$ cat src/rtl/arb_pkg.sv
package arb_pkg;
  typedef enum logic [1:0] {
    OWN_NONE = 2'd0,
    OWN_CORE = 2'd1,
    OWN_VEC  = 2'd2
  } owner_e;

  localparam int NUM_MST  = 2;
  localparam int MST_CORE = 0;
  localparam int MST_VEC  = 1;
endpackage

$ cat src/rtl/arb_rst_sync.sv
module arb_rst_sync (
  input  logic clk_i,
  input  logic rst_ni,
  output logic rst_no
);
  logic [1:0] stage_q;

  always_ff @(posedge clk_i or negedge rst_ni) begin
    if (!rst_ni) stage_q <= 2'b00;
    else         stage_q <= {stage_q[0], 1'b1};
  end

  assign rst_no = stage_q[1];
endmodule

$ cat src/rtl/arb_select.sv
module arb_select import arb_pkg::*; (
  input  logic   run_i,
  input  owner_e owner_i,
  input  logic   core_req_i,
  input  logic   vec_req_i,
  output owner_e sel_o
);
  always_comb begin
    sel_o = OWN_NONE;
    if (run_i) begin
      case (owner_i)
        OWN_CORE: sel_o = OWN_CORE;
        OWN_VEC:  sel_o = OWN_VEC;
        default: begin
          if (core_req_i)     sel_o = OWN_CORE;
          else if (vec_req_i) sel_o = OWN_VEC;
        end
      endcase
    end
  end
endmodule

$ cat src/rtl/arb_track.sv
module arb_track import arb_pkg::*; #(
  parameter int MAX_OUT = 2
) (
  input  logic   clk_i,
  input  logic   rst_ni,
  input  owner_e sel_i,
  input  logic   take_i,
  input  logic   done_i,
  input  logic   vec_lock_i,
  output owner_e owner_o,
  output logic   room_o
);
  localparam int CW = $clog2(MAX_OUT + 1);

  owner_e        owner_q, owner_d;
  logic [CW-1:0] cnt_q, cnt_d;
  logic          done_ok, keep, en;

  // a response with nothing pending is not counted
  assign done_ok = done_i && (cnt_q != '0);

  always_comb begin
    cnt_d = cnt_q;
    if (take_i && !done_ok)      cnt_d = cnt_q + CW'(1);
    else if (!take_i && done_ok) cnt_d = cnt_q - CW'(1);
  end

  // the lock only pins ownership once the coprocessor has been granted
  always_comb begin
    keep = (cnt_d != '0) ||
           ((sel_i == OWN_VEC) && vec_lock_i && ((owner_q == OWN_VEC) || take_i));
    owner_d = keep ? sel_i : OWN_NONE;
  end

  assign en = take_i || done_ok || (owner_d != owner_q);

  always_ff @(posedge clk_i or negedge rst_ni) begin
    if (!rst_ni) begin
      owner_q <= OWN_NONE;
      cnt_q   <= '0;
    end else if (en) begin
      owner_q <= owner_d;
      cnt_q   <= cnt_d;
    end
  end

  assign owner_o = owner_q;
  assign room_o  = (cnt_q < CW'(MAX_OUT));
endmodule

$ cat src/rtl/arb_route.sv
module arb_route import arb_pkg::*; #(
  parameter int AW = 32,
  parameter int DW = 32
) (
  input  logic [NUM_MST-1:0]              sel_oh_i,
  input  logic [NUM_MST-1:0]              rsp_oh_i,
  input  logic                            room_i,
  input  logic [NUM_MST-1:0]              req_i,
  input  logic [NUM_MST-1:0]              we_i,
  input  logic [NUM_MST-1:0][DW/8-1:0]    be_i,
  input  logic [NUM_MST-1:0][AW-1:0]      addr_i,
  input  logic [NUM_MST-1:0][DW-1:0]      wdata_i,
  input  logic                            mem_gnt_i,
  input  logic                            mem_rvalid_i,
  input  logic [DW-1:0]                   mem_rdata_i,
  output logic                            mem_req_o,
  output logic                            mem_we_o,
  output logic [DW/8-1:0]                 mem_be_o,
  output logic [AW-1:0]                   mem_addr_o,
  output logic [DW-1:0]                   mem_wdata_o,
  output logic [NUM_MST-1:0]              gnt_o,
  output logic [NUM_MST-1:0]              rvalid_o,
  output logic [NUM_MST-1:0][DW-1:0]      rdata_o
);
  localparam int BW = DW / 8;

  always_comb begin
    mem_we_o    = 1'b0;
    mem_be_o    = '0;
    mem_addr_o  = '0;
    mem_wdata_o = '0;
    for (int i = 0; i < NUM_MST; i++) begin
      mem_we_o    = mem_we_o    | (sel_oh_i[i] & we_i[i]);
      mem_be_o    = mem_be_o    | ({BW{sel_oh_i[i]}} & be_i[i]);
      mem_addr_o  = mem_addr_o  | ({AW{sel_oh_i[i]}} & addr_i[i]);
      mem_wdata_o = mem_wdata_o | ({DW{sel_oh_i[i]}} & wdata_i[i]);
    end
  end

  assign mem_req_o = room_i && |(sel_oh_i & req_i);

  for (genvar g = 0; g < NUM_MST; g++) begin : g_mst
    assign gnt_o[g]    = sel_oh_i[g] & req_i[g] & room_i & mem_gnt_i;
    assign rvalid_o[g] = rsp_oh_i[g] & mem_rvalid_i;
    assign rdata_o[g]  = {DW{rsp_oh_i[g] & mem_rvalid_i}} & mem_rdata_i;
  end
endmodule

$ cat src/rtl/mem_share_arb.sv
module mem_share_arb import arb_pkg::*; #(
  parameter int AW      = 32,
  parameter int DW      = 32,
  parameter int MAX_OUT = 2
) (
  input  logic            clk_i,
  input  logic            rst_ni,
  input  logic            core_req_i,
  output logic            core_gnt_o,
  input  logic [AW-1:0]   core_addr_i,
  input  logic            core_we_i,
  input  logic [DW/8-1:0] core_be_i,
  input  logic [DW-1:0]   core_wdata_i,
  output logic            core_rvalid_o,
  output logic [DW-1:0]   core_rdata_o,
  input  logic            vec_req_i,
  input  logic            vec_lock_i,
  output logic            vec_gnt_o,
  input  logic [AW-1:0]   vec_addr_i,
  input  logic            vec_we_i,
  input  logic [DW/8-1:0] vec_be_i,
  input  logic [DW-1:0]   vec_wdata_i,
  output logic            vec_rvalid_o,
  output logic [DW-1:0]   vec_rdata_o,
  output logic            mem_req_o,
  input  logic            mem_gnt_i,
  output logic [AW-1:0]   mem_addr_o,
  output logic            mem_we_o,
  output logic [DW/8-1:0] mem_be_o,
  output logic [DW-1:0]   mem_wdata_o,
  input  logic            mem_rvalid_i,
  input  logic [DW-1:0]   mem_rdata_i
);
  localparam int BW = DW / 8;

  logic   rst_sync_n;
  owner_e sel, owner;
  logic   room;

  logic [NUM_MST-1:0]          sel_oh, rsp_oh, m_req, m_we, m_gnt, m_rvalid;
  logic [NUM_MST-1:0][BW-1:0]  m_be;
  logic [NUM_MST-1:0][AW-1:0]  m_addr;
  logic [NUM_MST-1:0][DW-1:0]  m_wdata, m_rdata;

  arb_rst_sync u_rst (
    .clk_i  (clk_i),
    .rst_ni (rst_ni),
    .rst_no (rst_sync_n)
  );

  arb_select u_sel (
    .run_i      (rst_sync_n),
    .owner_i    (owner),
    .core_req_i (core_req_i),
    .vec_req_i  (vec_req_i),
    .sel_o      (sel)
  );

  arb_track #(.MAX_OUT(MAX_OUT)) u_trk (
    .clk_i      (clk_i),
    .rst_ni     (rst_sync_n),
    .sel_i      (sel),
    .take_i     (mem_req_o & mem_gnt_i),
    .done_i     (mem_rvalid_i),
    .vec_lock_i (vec_lock_i),
    .owner_o    (owner),
    .room_o     (room)
  );

  assign sel_oh  = {sel == OWN_VEC, sel == OWN_CORE};
  assign rsp_oh  = {owner == OWN_VEC, owner == OWN_CORE};
  assign m_req   = {vec_req_i, core_req_i};
  assign m_we    = {vec_we_i, core_we_i};
  assign m_be    = {vec_be_i, core_be_i};
  assign m_addr  = {vec_addr_i, core_addr_i};
  assign m_wdata = {vec_wdata_i, core_wdata_i};

  arb_route #(.AW(AW), .DW(DW)) u_route (
    .sel_oh_i     (sel_oh),
    .rsp_oh_i     (rsp_oh),
    .room_i       (room),
    .req_i        (m_req),
    .we_i         (m_we),
    .be_i         (m_be),
    .addr_i       (m_addr),
    .wdata_i      (m_wdata),
    .mem_gnt_i    (mem_gnt_i),
    .mem_rvalid_i (mem_rvalid_i),
    .mem_rdata_i  (mem_rdata_i),
    .mem_req_o    (mem_req_o),
    .mem_we_o     (mem_we_o),
    .mem_be_o     (mem_be_o),
    .mem_addr_o   (mem_addr_o),
    .mem_wdata_o  (mem_wdata_o),
    .gnt_o        (m_gnt),
    .rvalid_o     (m_rvalid),
    .rdata_o      (m_rdata)
  );

  assign core_gnt_o    = m_gnt[MST_CORE];
  assign vec_gnt_o     = m_gnt[MST_VEC];
  assign core_rvalid_o = m_rvalid[MST_CORE];
  assign vec_rvalid_o  = m_rvalid[MST_VEC];
  assign core_rdata_o  = m_rdata[MST_CORE];
  assign vec_rdata_o   = m_rdata[MST_VEC];
endmodule

$ cat config.mk
export PLATFORM = sky130hd
export DESIGN_NAME = mem_share_arb
export DESIGN_NICKNAME = d
export VERILOG_FILES = /design/src/rtl/arb_pkg.sv /design/src/rtl/arb_rst_sync.sv /design/src/rtl/arb_select.sv /design/src/rtl/arb_track.sv /design/src/rtl/arb_route.sv /design/src/rtl/mem_share_arb.sv
export SDC_FILE = /design/constraint.sdc
export NUM_CORES = 1
export LEC_CHECK = 0
export BUFFER_PORTS_ARGS = -buffer_cell sky130_fd_sc_hd__buf_2
export CORE_AREA = 2 2 122 124
export DETAILED_ROUTE_END_ITERATION = 7
export DIE_AREA = 0 0 124 126
export GPL_ROUTABILITY_DRIVEN = 1
export SYNTH_ARGS = -nofsm -noshare
export SYNTH_HDL_FRONTEND = slang
export SYNTH_SLANG_ARGS = --single-unit
export TNS_END_PERCENT = 20
$ cat constraint.sdc
create_clock -name clk_i -period 3.64 [get_ports clk_i]
set_input_delay 0.728 -clock clk_i [delete_from_list [all_inputs] [get_ports clk_i]]
set_output_delay 0.728 -clock clk_i [all_outputs]
set_load 0.1 [all_outputs]
==> impl_metrics.env <==
export IMPL_wire_per_inst_um=14.33
export IMPL_ys_seq_area_share_pct=8.902
export IMPL_min_period_ns=3.224
export IMPL_n_fill_cell=1526
export IMPL_maxCapViolations=0
export IMPL_irDropWorstVdd_v=0.0004060
export IMPL_synth_area_leaders="a22o_1 36%, and3_1 24%, dfrtp_1 8.9%"
export IMPL_required_ns=2.91
export IMPL_grt_pass1_vias=2351
export IMPL_vias_per_cell=4.173
export IMPL_fin_tns_setup_ns=0
export IMPL_cts_buffers=3
export IMPL_worst_slack_ns=0.4165
export IMPL_grt_total_usage_pct=10.52
export IMPL_grt_pass1_wl_um=13100
export IMPL_ys_types=30
export IMPL_drive_above_1_share_pct=64.96
export IMPL_synth_most_common_cell="a22o_1"
export IMPL_cts_path_max_buffers=2
export IMPL_holdBufCountCts=0
export IMPL_antenna_cells=0
export IMPL_p_leak_nw=2.494
export IMPL_end_kind="output port"
export IMPL_synth_ff_type="dfrtp_1"
export IMPL_clkLatencyLatePin_ns=0.24
export IMPL_hold_path_class="flop to asynchronous set/reset pin"
export IMPL_clkTransAtPathRegs_ns=0.04
export IMPL_gp_congestion=0.7871
export IMPL_post_cts_resize_count=0
export IMPL_num_rows=44
export IMPL_io_buffers=314
export IMPL_area_delta_synth_final_pct=131.9
export IMPL_cts_num_sinks=6
export IMPL_p_comb_share_pct=89.1
export IMPL_grt_overflow=0
export IMPL_fin_skew_ns=0.004740
export IMPL_vias=2888
export IMPL_critPathSlowestCell="buf_2"
export IMPL_finalHoldViolations=0
export IMPL_setup_viol=0
export IMPL_period_share_pct=88.56
export IMPL_critPathMaxStageDelay_ns=0.45
export IMPL_cts_htree_levels=1
export IMPL_fmax_ghz=0.3102
export IMPL_synth_area_leader_cell="a22o_1"
export IMPL_synth_common_cells="69 x a22o_1, 66 x and3_1, 10 x clkbuf_1"
export IMPL_dr_pass1_iters=4
export IMPL_path_buf_inv=3
export IMPL_nNetsFinal=690
export IMPL_ant_nets=0
export IMPL_die_h_um=126
export IMPL_ios=315
export IMPL_switching_share_pct=68.85
export IMPL_status="finished, final reports clean"
export IMPL_routed_wl_um=9913
export IMPL_die_width_um=124
export IMPL_async_reset_ff_share_pct=100.0
export IMPL_dieArea_um2=15620
export IMPL_drv_slew=0
export IMPL_power_density_nw_per_um2=656.9
export IMPL_pre_cts_ws_ns=0.6410
export IMPL_path_delay_family="buffers and inverters"
export IMPL_drt_iter0_markers=216
export IMPL_postSynthAreaPerCell_um2=7.772
export IMPL_hpwl_um=8150
export IMPL_yosys_register_bits=6
export IMPL_clkPwrFrac_pct=7.2
export IMPL_p_int_w=0.0008002
export IMPL_drc=0
export IMPL_cts_root_buf="clkbuf_16"
export IMPL_core_area_um2=14310
export IMPL_worst_pin_slew_ns=0.7696
export IMPL_seq_power_share_pct=3.7
export IMPL_relSlewSlack_pct=48.69
export IMPL_synth_cell_area_um2=1687
export IMPL_cp_startpoint="u_trk.owner_o[0]"
export IMPL_grt_max_degree=72
export IMPL_p_switching_w=0.001769
export IMPL_synth_top_area_share_pct=35.83
export IMPL_cts_tree="yes"
export IMPL_cp_max_fo=71
export IMPL_start_kind="flop"
export IMPL_synthCells=217
export IMPL_multi_input_comb_area_um2=1311
export IMPL_crit_chain="inv_1 -> ha_1 -> nand2b_1 -> o21ai_1 -> and2_2 -> buf_12 -> a22o_1 -> buf_2"
export IMPL_initial_core_util_pct=11.78
export IMPL_post_cts_buffers=0
export IMPL_ys_warn_count=0
export IMPL_antenna_found_initial=0
export IMPL_cp_arrival_ns=2.50
export IMPL_synth_edf_count=0
export IMPL_regArea_um2=150.1
export IMPL_critical_path_class="flop to output port"
export IMPL_syn_num_nets=397
export IMPL_r2r_start="u_trk.owner_o[0]"
export IMPL_rsz0062_at_grt="no"
-- kinds of logic after synthesis --
group / after synthesis / synth area share, %
and+or+nand+nor: 87 / 31.45
AOI/OAI and AO/OA: 82 / 42.21
buffers and inverters: 36 / 13.50
DFF: 6 / 8.902
adders and majority gates: 3 / 2.226
xor gates and xnor gates: 2 / 1.484
other: 1 / 0.2223
-- flip-flops by register name, indices dropped and copies added, names as in the netlist --
signal	flops
u_rst.stage_q	2
u_trk.cnt_q	2
u_trk.owner_o	2
-- cell type report --
class | count | area share (%)
Inverter | 6 | 0.5758
Multi-Input combinational cell | 175 | 33.53
Tap cell | 184 | 5.886
Timing Repair Buffer | 318 | 54.25
Sequential cell | 6 | 3.839
Clock buffer | 3 | 1.919
-- placed cells by master (no fill, tap or decap), types with 2 or more instances in the layout --
| master | count |
|---|---|
| clkbuf_16 | 3 |
| and2_2 | 2 |
| buf_2 | 281 |
| and3_1 | 66 |
| a22o_1 | 69 |
| buf_12 | 35 |
| buf_4 | 2 |
| o211ai_2 | 2 |
| inv_1 | 6 |
| o211a_1 | 2 |
| nand2b_1 | 2 |
| o21ai_0 | 2 |
| dfrtp_1 | 6 |
| nand2_1 | 7 |
| ha_1 | 3 |
| o21ai_1 | 2 |
| a31oi_1 | 2 |
| and2_1 | 2 |
| nor2b_1 | 2 |
-- power by group through the flow --
stage / Combinational, W / Sequential [W] / Clock, W
2_1_floorplan: 0.00175 / 0.0000941 / 0
3_5_place_dp: 0.00229 / 0.0000969 / 0
4_1_cts: 0.00229 / 0.0000964 / 0.000186
5_1_grt: 0.00238 / 0.0000987 / 0.000188
3_3_place_gp: 0.00229 / 0.0000964 / 0
6_report: 0.00229 / 0.0000963 / 0.000184
-- worst paths after layout --
check / slack (ns) / endpoint / cells after the start
min: 0.13 / u_trk.owner_o[0] / 0
max in group asynchronous: 3.27 / u_trk.owner_o[1] / 0
min in group clk_i: 0.35 / u_rst.stage_q[1] / 0
max: 0.42 / mem_addr_o[26] / 8
min reg2reg: 0.13 / u_trk.owner_o[0] / 0
max reg2reg: 1.68 / u_trk.owner_o[1] / 8
-- per-stage QoR --
stage | hold slack (ns) | instance area, um2 | utilization [%] | total power [W] | instances
after floorplan | 0.09303 | 1687 | - | 0.001843 | 217
after global placement | 0.1384 | 3836 | 26.80 | 0.002384 | 689
after detailed placement | 0.1397 | 3836 | 26.80 | 0.002384 | 689
after CTS | 0.1287 | 3911 | 27.33 | 0.002575 | 692
after global routing | 0.1573 | 3911 | 27.33 | 0.002664 | 692
final | 0.1250 | 3911 | 27.33 | 0.002569 | 692
-- per-layer routing --
metal | wire length, um | up-vias | global-route usage (%)
met5 | 0 | - | 0
met4 | 69 | 0 | 1.785
met2 | 4983 | 133 | 18.07
li1 | - | 1429 | -
met1 | 4061 | 1318 | 14.28
met3 | 797 | 8 | 1.178
(Power assumes the default switching activity.)
